<file path="config.mk">
export PLATFORM = sky130hd
export DESIGN_NAME = xlat_cache
export DESIGN_NICKNAME = d
export VERILOG_FILES = /design/src/rtl/tlb_pkg.sv /design/src/rtl/tlb_prio.sv /design/src/rtl/tlb_match.sv /design/src/rtl/tlb_repl.sv /design/src/rtl/xlat_cache.sv
export SDC_FILE = /design/constraint.sdc
export NUM_CORES = 2
export LEC_CHECK = 0
export BUFFER_PORTS_ARGS = -buffer_cell sky130_fd_sc_hd__buf_2
export CORE_MARGIN = 10
export CORE_UTILIZATION = 35
export CTS_CLUSTER_DIAMETER = 150
export DETAILED_ROUTE_END_ITERATION = 10
export PLACE_DENSITY = 0.57
export SYNTH_ARGS = -nofsm -noshare
export SYNTH_HDL_FRONTEND = slang
export SYNTH_HIERARCHICAL = 1
export SYNTH_SLANG_ARGS = --single-unit
</file>
<file path="constraint.sdc">
create_clock -name clk -period 19.8 [get_ports clk]
set_input_delay 1.98 -clock clk [delete_from_list [all_inputs] [get_ports clk]]
set_output_delay 1.98 -clock clk [all_outputs]
set_load 0.1 [all_outputs]
</file>
<file path="src/rtl/tlb_pkg.sv">
package tlb_pkg;

    localparam int VPN_W = 20;
    localparam int OFF_W = 12;

    typedef enum logic [1:0] {
        ACC_RD  = 2'd0,
        ACC_WR  = 2'd1,
        ACC_EX  = 2'd2,
        ACC_RSV = 2'd3
    } acc_e;

    typedef struct packed {
        logic x;
        logic w;
        logic r;
    } perm_t;

    function automatic logic perm_allows(input perm_t p, input acc_e a);
        case (a)
            ACC_RD:  return p.r;
            ACC_WR:  return p.w;
            ACC_EX:  return p.x;
            default: return 1'b0;
        endcase
    endfunction

endpackage

</file>
<file path="src/rtl/tlb_prio.sv">
module tlb_prio #(
    parameter int N     = 16,
    parameter int IDX_W = $clog2(N)
) (
    input  logic [N-1:0]     vec,
    output logic             any,
    output logic [IDX_W-1:0] idx
);
    always_comb begin
        idx = '0;
        for (int i = N - 1; i >= 0; i--) begin
            if (vec[i]) idx = IDX_W'(i);
        end
    end
    assign any = |vec;
endmodule

</file>
<file path="src/rtl/tlb_match.sv">
module tlb_match import tlb_pkg::*; #(
    parameter int N     = 16,
    parameter int IDX_W = $clog2(N)
) (
    input  logic [VPN_W-1:0] tags [N],
    input  logic [N-1:0]     valid,
    input  logic [VPN_W-1:0] key,
    output logic [N-1:0]     oh,
    output logic             hit,
    output logic [IDX_W-1:0] idx
);
    for (genvar e = 0; e < N; e++) begin : g_cmp
        assign oh[e] = valid[e] && (tags[e] == key);
    end

    tlb_prio #(.N(N), .IDX_W(IDX_W)) enc_i (
        .vec(oh), .any(hit), .idx(idx)
    );
endmodule

</file>
<file path="src/rtl/tlb_repl.sv">
module tlb_repl #(
    parameter int N     = 16,
    parameter int IDX_W = $clog2(N)
) (
    input  logic             clk,
    input  logic             rst,
    input  logic [N-1:0]     valid,
    input  logic [N-1:0]     used,
    output logic [IDX_W-1:0] victim
);
    logic             free_any, stale_any;
    logic [IDX_W-1:0] free_idx, stale_idx;

    tlb_prio #(.N(N), .IDX_W(IDX_W)) free_i (
        .vec(~valid), .any(free_any), .idx(free_idx)
    );
    tlb_prio #(.N(N), .IDX_W(IDX_W)) stale_i (
        .vec(~used), .any(stale_any), .idx(stale_idx)
    );

    assign victim = free_any ? free_idx : stale_idx;

    AST_VICTIM_EXISTS: assert property (@(posedge clk) disable iff (rst)
        free_any || stale_any);
endmodule

</file>
<file path="src/rtl/xlat_cache.sv">
module xlat_cache import tlb_pkg::*; #(
    parameter int N_ENT = 16,
    parameter int PPN_W = 20,
    localparam int IDX_W = $clog2(N_ENT),
    localparam int PA_W  = PPN_W + OFF_W
) (
    input  logic             clk,
    input  logic             rst,
    input  logic             lk_req,
    input  logic [VPN_W-1:0] lk_vpn,
    input  logic [OFF_W-1:0] lk_off,
    input  logic [1:0]       lk_acc,
    output logic             lk_hit,
    output logic             lk_viol,
    output logic [PPN_W-1:0] lk_ppn,
    output logic [PA_W-1:0]  lk_paddr,
    input  logic             fill_en,
    input  logic [VPN_W-1:0] fill_vpn,
    input  logic [PPN_W-1:0] fill_ppn,
    input  logic [2:0]       fill_perm,
    input  logic             flush_all,
    input  logic             inval_en,
    input  logic [VPN_W-1:0] inval_vpn
);
    localparam int N_PORT = 3; // 0 lookup, 1 fill, 2 invalidate

    logic [VPN_W-1:0] tag_q  [N_ENT];
    logic [PPN_W-1:0] ppn_q  [N_ENT];
    perm_t            perm_q [N_ENT];
    logic [N_ENT-1:0] valid_q, use_q;
    logic [N_ENT-1:0] valid_n, use_n, keep;

    logic [VPN_W-1:0] keys  [N_PORT];
    logic [N_ENT-1:0] m_oh  [N_PORT];
    logic             m_hit [N_PORT];
    logic [IDX_W-1:0] m_idx [N_PORT];

    assign keys[0] = lk_vpn;
    assign keys[1] = fill_vpn;
    assign keys[2] = inval_vpn;

    for (genvar p = 0; p < N_PORT; p++) begin : g_port
        tlb_match #(.N(N_ENT), .IDX_W(IDX_W)) match_i (
            .tags(tag_q), .valid(valid_q), .key(keys[p]),
            .oh(m_oh[p]), .hit(m_hit[p]), .idx(m_idx[p])
        );
        AST_UNIQUE_TAG: assert property (@(posedge clk) disable iff (rst)
            $onehot0(m_oh[p]));
    end

    logic [IDX_W-1:0] victim, wr_idx, sel;
    logic             wr_en, acc_ok;

    tlb_repl #(.N(N_ENT), .IDX_W(IDX_W)) repl_i (
        .clk(clk), .rst(rst), .valid(valid_q), .used(use_q), .victim(victim)
    );

    // lookup side: single cycle, combinational on the stored state
    assign sel      = m_idx[0];
    assign lk_hit   = lk_req && m_hit[0];
    assign acc_ok   = perm_allows(perm_q[sel], acc_e'(lk_acc));
    assign lk_viol  = lk_hit && !acc_ok;
    assign lk_ppn   = lk_hit ? ppn_q[sel] : '0;
    assign lk_paddr = (lk_hit && acc_ok) ? {ppn_q[sel], lk_off} : '0;

    // update side: flush > invalidate > fill
    assign wr_idx = m_hit[1] ? m_idx[1] : victim;

    always_comb begin
        valid_n = valid_q;
        use_n   = use_q;
        keep    = '0;
        wr_en   = 1'b0;
        if (lk_hit) begin
            use_n[sel] = 1'b1;
            keep[sel]  = 1'b1;
        end
        if (inval_en) begin
            if (m_hit[2]) begin
                valid_n[m_idx[2]] = 1'b0;
                use_n[m_idx[2]]   = 1'b0;
            end
        end else if (fill_en) begin
            wr_en           = 1'b1;
            valid_n[wr_idx] = 1'b1;
            use_n[wr_idx]   = 1'b1;
            keep            = '0;
            keep[wr_idx]    = 1'b1;
        end
        if (&use_n) use_n = keep;
        if (flush_all) begin
            valid_n = '0;
            use_n   = '0;
            wr_en   = 1'b0;
        end
    end

    always_ff @(posedge clk) begin
        if (rst) begin
            valid_q <= '0;
            use_q   <= '0;
        end else begin
            valid_q <= valid_n;
            use_q   <= use_n;
        end
        if (!rst && wr_en) begin
            tag_q[wr_idx]  <= fill_vpn;
            ppn_q[wr_idx]  <= fill_ppn;
            perm_q[wr_idx] <= perm_t'(fill_perm);
        end
    end

    function automatic logic tag_live(input logic [VPN_W-1:0] k);
        tag_live = 1'b0;
        for (int e = 0; e < N_ENT; e++) begin
            if (valid_q[e] && tag_q[e] == k) tag_live = 1'b1;
        end
    endfunction

    AST_FLUSH_EMPTY: assert property (@(posedge clk) disable iff (rst)
        flush_all |=> (valid_q == '0));
    AST_INVAL_GONE: assert property (@(posedge clk) disable iff (rst)
        (inval_en && !flush_all) |=> !tag_live($past(inval_vpn)));
    AST_FILL_LIVE: assert property (@(posedge clk) disable iff (rst)
        (fill_en && !inval_en && !flush_all) |=> tag_live($past(fill_vpn)));
    AST_USE_PARTIAL: assert property (@(posedge clk) disable iff (rst)
        !(&use_q));
    AST_VIOL_NEEDS_HIT: assert property (@(posedge clk) disable iff (rst)
        lk_viol |-> (lk_hit && lk_paddr == '0));
endmodule

</file>
==> flow_metrics.env <==
export IMPL_grt_pass1_vias=24261
export IMPL_rows=122
export IMPL_timing_slew_headroom=0.223
export IMPL_cts_clk_slew_worst_paths_ps=60
export IMPL_netSwitchingFraction=0.237
export IMPL_postRouteAntennaNets=0
export IMPL_p_clk_frac=0.446
export IMPL_dp_slack_ps=9470
export IMPL_worst_pin_slew_ps=1160
export IMPL_n_fill_cell=10286
export IMPL_finalCriticalPeriod_ps=10300
export IMPL_antenna_found_initial=8
export IMPL_hp_start="valid_q[12]"
export IMPL_fin_crit_sh=0.520
export IMPL_arrival_ps=8320
export IMPL_viasPerCell=5.39
export IMPL_start_util=0.351
export IMPL_cts_max_level=3
export IMPL_cp_start_kind="primary input"
export IMPL_max_cap_violations=0
export IMPL_cts_tree="yes"
export IMPL_fin_skew_ps=43.3
export IMPL_drive_above_1_share=0.172
export IMPL_die_w_um=353
export IMPL_clock_path_buffers=3
export IMPL_synthCells=2805
export IMPL_p_seq_frac=0.486
export IMPL_finalMaxSlewViolations=0
export IMPL_grt_pass1_wl_um=178000
export IMPL_grt_ovfl_total=0
export IMPL_crit_required_ps=17820
export IMPL_fin_setup_tns_ps=0
export IMPL_die_y_um=353
export IMPL_cp_startpoint="lk_vpn[15]"
export IMPL_syn_to_final_growth_pct=12.4
export IMPL_numPortBuffers=156
export IMPL_finalSetupViolCount=0
export IMPL_cts_root_buf="clkbuf_16"
export IMPL_first_pass_iters=8
export IMPL_p_sw_mw=0.813
export IMPL_routed_wl_um=125000
export IMPL_place_congestion=0.870
export IMPL_p_leak_nw=13.4
export IMPL_critical_path_class="in2out"
export IMPL_avgSynthCellArea_um2=13.8
export IMPL_dpl_hpwl_um=75200
export IMPL_synth_area_mm2=0.0387
export IMPL_cts_resized_gates=0
export IMPL_yosysWarnings=6
export IMPL_combPwrFrac=0.067
export IMPL_timing_hold_violations_final=0
export IMPL_end_kind="output port"
export IMPL_clock_latency_ps=680
export IMPL_timing_rr_start="tag_q[214]"
export IMPL_drcViolationCount=0
export IMPL_p_per_area_mw_per_mm2=78.9
export IMPL_core_mm2=0.110
export IMPL_postCtsSetupRepairBufs=0
export IMPL_p_int_mw=2.62
export IMPL_cts_hold_buffers_added=0
export IMPL_peakVddDrop_v=0.0000700
export IMPL_grt_max_degree=56
export IMPL_finalWorstSetupSlack_ps=9500
export IMPL_rsz0062_at_grt="false"
export IMPL_syn_nets=2908
export IMPL_min_path_type="reg2reg"
export IMPL_run_status="complete, no violations"
export IMPL_fmax_mhz=97.1
export IMPL_gr_usage_all_layers=0.195
export IMPL_cts_sinks=720
export IMPL_wl_per_cell_um=27.8
export IMPL_crit_fanout=54
export IMPL_pin_count=157
export IMPL_cts_buffers=82
export IMPL_fin_nets=3055
export IMPL_drtIter0Drc=2506
export IMPL_r2r_slack_ps=14200
export IMPL_die_area_mm2=0.124
export IMPL_vias=24320
[state kept, by name, summed over array words and instances (netlist names)]
signal / cells
ppn_q: 320
valid_q: 16
perm_q: 48
tag_q: 320
use_q: 16
[critical path, cell delays in order]
cell	delay [ps]
buf_2	650
xor2_1	160
nor4_1	280
nand4_1	200
nor4_1	970
nor2_1	150
nand2_1	120
nand3_1	130
o22ai_4	190
buf_4	650
buf_4	890
mux4_1	660
mux4_2	450
and2_1	260
nor2b_4	160
buf_2	310
[metrics by stage]
step                instances  cell area (um2)  utilization  hold WS [ps]  power (mW)
floorplan                2805            38700            -           493        1.85
global placement         4356            40800        0.370           545        1.93
detailed placement       4356            40800        0.370           553        1.93
CTS                      4508            43500        0.394           561        3.46
global route             4508            43500        0.394           615        3.54
finish                   4509            43500        0.394           558        3.43
[layout make-up]
class	instances	area, um2	area share
Clock inverter	52	611	0.0140
Sequential cell	720	21300	0.489
Clock buffer	100	2120	0.0487
Inverter	51	191	0.00440
Timing Repair Buffer	238	1400	0.0321
Tap cell	1488	1860	0.0428
Multi-Input combinational cell	1859	16100	0.369
Antenna cell	1	2.50	0.0000575
[routing by layer]
layer,share of wire,GRT usage,up-vias
li1,-,-,10638
met1,0.43,0.263,12454
met2,0.47,0.319,988
met3,0.067,0.0289,238
met4,0.037,0.0687,2
met5,0.000056,0,-
[path summary, 6_finish.rpt]
check                                    end  cells past startpoint
worst min register to register   valid_q[12]                      2
worst min-delay path             valid_q[12]                      2
worst max register to register     use_q[10]                     15
worst max-delay path            lk_paddr[16]                     16
[layout by cell type (no fill, tap or decap), types with 6 or more instances in the layout]
master,count
nand3_1,63
xor2_1,384
o21ai_0,12
nor3_2,14
nand2_1,59
buf_2,156
buf_4,82
and2_4,11
clkbuf_16,82
nor4_1,122
nand4_1,149
dfxtp_1,32
mux4_1,47
mux2_2,6
nand2b_1,8
and3_1,6
o22ai_1,21
nor2_1,100
nor4_2,32
nor2b_4,17
a31oi_1,13
xnor2_1,576
edfxtp_1,688
a21oi_1,62
clkinv_1,19
bufinv_16,8
nor2b_1,7
clkinv_16,6
mux4_2,64
clkbuf_1,18
clkinv_2,14
nor3_1,24
inv_1,50
and2_1,10
[power groups by stage]
stage | sequential, mW | combinational (mW) | clock (mW)
floorplan | 1.70 | 0.144 | 0
global placement | 1.70 | 0.228 | 0
detailed placement | 1.70 | 0.229 | 0
CTS | 1.67 | 0.230 | 1.56
global route | 1.67 | 0.243 | 1.62
finish | 1.67 | 0.232 | 1.53
Power figures use the tool's default switching activity.
